==> src/rtl/csr_rmw_unit.sv <==
module csr_rmw_unit #(
  parameter int XLEN = 32,
  parameter int NSCRATCH = 4,
  parameter logic [11:0] SCR_BASE = 12'h340,
  parameter logic [11:0] CNT_ADDR = 12'hB02,
  parameter logic [11:0] CNT_VIEW_ADDR = 12'hC02,
  parameter logic [11:0] ID_ADDR = 12'hF11,
  parameter logic [XLEN-1:0] ID_VALUE = 'h5A5A_0001,
  parameter logic [XLEN-1:0] PART_MASK = 'h0000_FFFF
) (
  input  logic            clk,
  input  logic            rst_n,
  input  logic            op_valid,
  input  logic [11:0]     csr_addr,
  input  logic [2:0]      funct3,
  input  logic [4:0]      rd_idx,
  input  logic [4:0]      rs1_idx,
  input  logic [XLEN-1:0] rs1_value,
  input  logic            retire,
  output logic [XLEN-1:0] rd_value,
  output logic            rd_we,
  output logic            rd_strobe,
  output logic            wr_strobe,
  output logic            illegal
);
  localparam int IW = (NSCRATCH > 1) ? $clog2(NSCRATCH) : 1;
  localparam logic [11:0] NS12 = 12'(NSCRATCH);

  logic [NSCRATCH-1:0][XLEN-1:0] scr;
  logic [XLEN-1:0] cnt;
  logic [XLEN-1:0] old_val, operand, wdata;
  logic hit;

  wire access  = op_valid && (funct3[1:0] != 2'b00);
  wire is_swap = (funct3[1:0] == 2'b01);
  wire is_set  = (funct3[1:0] == 2'b10);
  wire want_rd = is_swap ? (rd_idx != 5'd0) : 1'b1;
  wire want_wr = is_swap ? 1'b1 : (rs1_idx != 5'd0);
  wire ro_addr = (csr_addr[11:10] == 2'b11);

  wire [11:0] scr_off = csr_addr - SCR_BASE;
  wire scr_hit = (scr_off < NS12);
  wire [IW-1:0] scr_idx = scr_off[IW-1:0];

  assign operand = funct3[2] ? {{(XLEN-5){1'b0}}, rs1_idx} : rs1_value;

  always_comb begin
    hit = 1'b1;
    old_val = '0;
    if (scr_hit) old_val = scr[scr_idx];
    else if (csr_addr == CNT_ADDR || csr_addr == CNT_VIEW_ADDR) old_val = cnt;
    else if (csr_addr == ID_ADDR) old_val = ID_VALUE;
    else hit = 1'b0;
  end

  assign wdata = is_swap ? operand : (is_set ? (old_val | operand) : (old_val & ~operand));

  assign illegal   = access && (!hit || (want_wr && ro_addr));
  assign rd_strobe = access && !illegal && want_rd;
  assign wr_strobe = access && !illegal && want_wr;
  assign rd_we     = access && !illegal && (rd_idx != 5'd0);
  assign rd_value  = rd_strobe ? old_val : '0;

  wire cnt_wr = wr_strobe && (csr_addr == CNT_ADDR);

  for (genvar g = 0; g < NSCRATCH; g++) begin : g_scr
    localparam logic [XLEN-1:0] M = (g == NSCRATCH - 1) ? PART_MASK : {XLEN{1'b1}};
    logic [XLEN-1:0] q;
    always_ff @(posedge clk or negedge rst_n) begin
      if (!rst_n) q <= '0;
      else if (wr_strobe && scr_hit && scr_idx == IW'(g)) q <= (q & ~M) | (wdata & M);
    end
    assign scr[g] = q;
  end

  always_ff @(posedge clk or negedge rst_n) begin
    if (!rst_n) cnt <= '0;
    else if (cnt_wr) cnt <= wdata;
    else if (retire) cnt <= cnt + XLEN'(1);
  end

  assert_noaccess_quiet_R1: assert property (@(posedge clk) disable iff (!rst_n)
    (op_valid && funct3[1:0] == 2'b00) |-> (!rd_strobe && !wr_strobe && !illegal && !rd_we));

  assert_noread_zero_R3: assert property (@(posedge clk) disable iff (!rst_n)
    !rd_strobe |-> (rd_value == '0));

  assert_zero_src_nowrite_R5: assert property (@(posedge clk) disable iff (!rst_n)
    (op_valid && funct3[1] && rs1_idx == 5'd0) |-> !wr_strobe);

  assert_ro_never_written_R8: assert property (@(posedge clk) disable iff (!rst_n)
    (op_valid && csr_addr[11:10] == 2'b11) |-> !wr_strobe);

  assert_fault_silent_R9: assert property (@(posedge clk) disable iff (!rst_n)
    illegal |-> (!rd_strobe && !wr_strobe && !rd_we));

  assert_scr_stable_R12: assert property (@(posedge clk) disable iff (!rst_n)
    !wr_strobe |=> $stable(scr));

  assert_cnt_step_R10: assert property (@(posedge clk) disable iff (!rst_n)
    (retire && !(wr_strobe && csr_addr == CNT_ADDR)) |=> (cnt == $past(cnt) + XLEN'(1)));

  assert_cnt_replace_R11: assert property (@(posedge clk) disable iff (!rst_n)
    (wr_strobe && csr_addr == CNT_ADDR) |=> (cnt == $past(wdata)));
endmodule

==> config.mk <==
export PLATFORM = sky130hd
export DESIGN_NAME = csr_rmw_unit
export DESIGN_NICKNAME = d
export VERILOG_FILES = /design/src/rtl/csr_rmw_unit.sv
export SDC_FILE = /design/constraint.sdc
export NUM_CORES = 1
export LEC_CHECK = 0
export BUFFER_PORTS_ARGS = -buffer_cell sky130_fd_sc_hd__buf_2
export CAP_MARGIN = 10
export CORE_ASPECT_RATIO = 1.1
export CORE_MARGIN = 8
export CORE_UTILIZATION = 60
export CTS_CLUSTER_SIZE = 30
export DETAILED_ROUTE_END_ITERATION = 8
export HOLD_SLACK_MARGIN = 0.06
export PLACE_DENSITY = 0.9
export SYNTH_ARGS = -nofsm -noshare
export SYNTH_HDL_FRONTEND = slang
export SYNTH_SLANG_ARGS = --single-unit
export TNS_END_PERCENT = 100
==> constraint.sdc <==
create_clock -name clk -period 3.3 [get_ports clk]
set_input_delay 0.33 -clock clk [delete_from_list [all_inputs] [get_ports clk]]
set_output_delay 0.33 -clock clk [all_outputs]
set_load 0.005 [all_outputs]
==> results_dict.tcl <==
set metrics [dict create \
    outcome "completed" \
    synth_top_flop_cell "dfrtp_1" \
    fmax_mhz 373 \
    crit_path_cell_trace "buf_2, nor4b_2, o211a_1, buf_4, o2bb2ai_1, nand2_1, nor2_1, buf_2" \
    drtIter0Drc 1036 \
    firstDrtPassIters 5 \
    drv_cap 0 \
    crit_type "input pin to output pin" \
    grt_antenna_before_repair 0 \
    globalplace.congestion 0.890 \
    cts-root-buf "clkbuf_16" \
    avgRoutedWirePerCell_um 20.7 \
    cts_sinks 144 \
    p_leak_nw 4.27 \
    die_y_um 138 \
    cp_slowest_cell "o211a_1" \
    fin_crit_ns 2.68 \
    fill_cells 955 \
    p_seq_share_pct 41.6 \
    vias 7484 \
    powerDensity_mw_per_mm2 477 \
    die_area_mm2 0.0176 \
    grt_pass1_wl_mm 38.8 \
    synth.area.top_cells "dfrtp_1, nor2_1, a21oi_1" \
    hold_viol 0 \
    grt_max_degree 76 \
    ioPinCount 97 \
    rows 44 \
    power_switching_mw 1.08 \
    viasPerCell 6.50 \
    crit_top_cell "buf_2" \
    htree_levels 4 \
    totalPowerFinal_mw 4.52 \
    cts.path.max_buffers 2 \
    worstPathMaxFanout 19 \
    synthTopCellsByCount "nor2_1, dfrtp_1, a21oi_1" \
    first_global_vias 7713 \
    synth_enable_flop_cells 0 \
    gr-total-overflow 0 \
    postLayoutCoreUtil_pct 71.4 \
    critPathMaxStageDelay_ns 0.50 \
    track_usage_pct 27.7 \
    syn_avg_cell_area_um2 9.20 \
    internal_power_mw 3.43 \
    fin_setup_tns_ns 0 \
    postCtsSetupBuffers 0 \
    wl_mm 23.8 \
    die_w_um 127 \
    nets 1017 \
    ys_seq_area_share_pct 44.2 \
    synth_top_area_share_pct 44.2 \
    portBuffers 96 \
    slew_headroom_pct 32.8 \
    drc 0 \
    clk_transition_reported_paths_ns 0.06 \
    cts_tree "built" \
    post_synth_inst_count 887 \
    synth_area_mm2 0.00816 \
    holdCritPathClass "input pin to register" \
    combPwrFrac_pct 9.1 \
    synth.most_common_cell "nor2_1" \
    ys_warn_count 0 \
    worstPathArrival_ns 2.35 \
    synthArstFlopShare_pct 100 \
    post-route-period-util_pct 81.2 \
    initial_utilization_pct 61.5 \
    crit_family "compound AO/OA/AOI/OAI gates" \
    ant_nets 0 \
    setup-violations-final 0 \
    clkLatencyLatePin_ns 0.43 \
    vdd_drop_max_mv 0.351 \
    worst_slew_pin_slew_ns 1.01 \
    slew_violations 0 \
    p_clk_share_pct 49.3 \
    synth_largest_area_cell "dfrtp_1" \
    ys_ff_latch 144 \
    core_mm2 0.0133 \
    num_antenna_cells 0 \
    numCtsBuffers 17 \
    path_buf_inv 3 \
    synth_cell_type_count 56 \
    cp_data_required_time_ns 2.97 \
    skew_ns 0.00980 \
    cp-end-kind "output pin" \
    rsz0062_at_grt "false" \
    final_layout_size_suffix_gt1_share_pct 19.2 \
    dp_hpwl_mm 15.0 \
    area_growth_pct 16.0 \
    sw_frac_of_total_pct 24.0 \
    synthesis.nets 949 \
    startpoint_type "input pin" \
]
## final timing paths
check                                     startpoint                    endpoint  slack [ns]  cells after the start
min                                           retire          cnt[0]$_DFFE_PN0P_        0.29                      4
max reg2reg                       cnt[5]$_DFFE_PN0P_         cnt[21]$_DFFE_PN0P_        0.86                      5
min reg2reg                g_scr[2].q[4]$_DFFE_PN0P_   g_scr[2].q[4]$_DFFE_PN0P_        0.52                      2
max in group asynchronous                      rst_n  g_scr[1].q[11]$_DFFE_PN0P_        1.98                      3
min in group asynchronous                      rst_n  g_scr[2].q[20]$_DFFE_PN0P_        0.49                      2
max                                      csr_addr[6]                rd_value[31]        0.62                      8
## kinds of logic (layout without fill, tap and decap cells)
kind of cell | Yosys count | after routing | share of synthesized area (%)
AOI/OAI and AO/OA | 233 | 233 | 18.2
xor gates and xnor gates | 30 | 30 | 3.22
adders and majority gates | 1 | 1 | 0.153
buffers and inverters | 85 | 166 | 4.72
DFF | 144 | 144 | 44.2
muxes | 54 | 54 | 9.08
and+or+nand+nor | 340 | 340 | 20.5
## registers in the layout, indices dropped and copies added (netlist names)
| signal | flops |
|---|---|
| cnt | 32 |
| g_scr.q | 112 |
## timing repair
action / CTS / global route
hold endpoints to repair: 72 / 0
resized for setup: 0 / 0
hold buffers: 1 / 0
## layer usage
layer / vias to the layer above / GRT usage, % / part of all wire [%]
met5: - / 0 / 0
met4: 0 / 16.6 / 4.6
met3: 99 / 7.35 / 8.2
met2: 424 / 46.3 / 50
met1: 3645 / 31.0 / 37
li1: 3316 / - / -
## per-stage QoR
step,area (um2),hold slack (ns),std cells,setup WS [ns]
floorplan,8160,0.0344,887,1.11
global placement,8780,0.386,1119,0.789
detailed placement,8780,0.392,1119,0.732
CTS,9470,0.285,1152,0.730
global route,9470,0.335,1152,0.482
finish,9470,0.290,1152,0.620
## layout by cell type, fill, tap and decap left out, types with 16 or more instances in the layout
master     instances
nor2_1           179
mux2i_1           38
buf_2             95
xnor2_1           20
o211ai_1          18
nand2_1           65
buf_4             18
mux4_2            16
a31oi_1           34
dfrtp_1          144
a21oi_1          114
clkbuf_16         17
## power groups by stage
stage / Clock (mW) / Sequential (mW) / Combinational, mW
floorplan: 0 / 1.88 / 0.255
global placement: 0 / 1.90 / 0.380
detailed placement: 0 / 1.91 / 0.395
CTS: 2.22 / 1.88 / 0.405
global route: 2.30 / 1.89 / 0.450
finish: 2.23 / 1.88 / 0.411
## final cells by class
| class | instances | area [um2] | area share, % |
|---|---|---|---|
| Sequential cell | 144 | 3600 | 38.1 |
| Inverter | 15 | 56.3 | 0.595 |
| Clock buffer | 21 | 470 | 4.97 |
| Clock inverter | 11 | 208 | 2.19 |
| Multi-Input combinational cell | 658 | 4190 | 44.2 |
| Tap cell | 184 | 230 | 2.43 |
| Timing Repair Buffer | 119 | 712 | 7.52 |
## tightest hold or removal path: stages
cell and delay [ns]:
buf_2 0.14, xor2_1 0.08, nor2_1 0.09, a21oi_1 0.05
(Power assumes the default switching activity.)
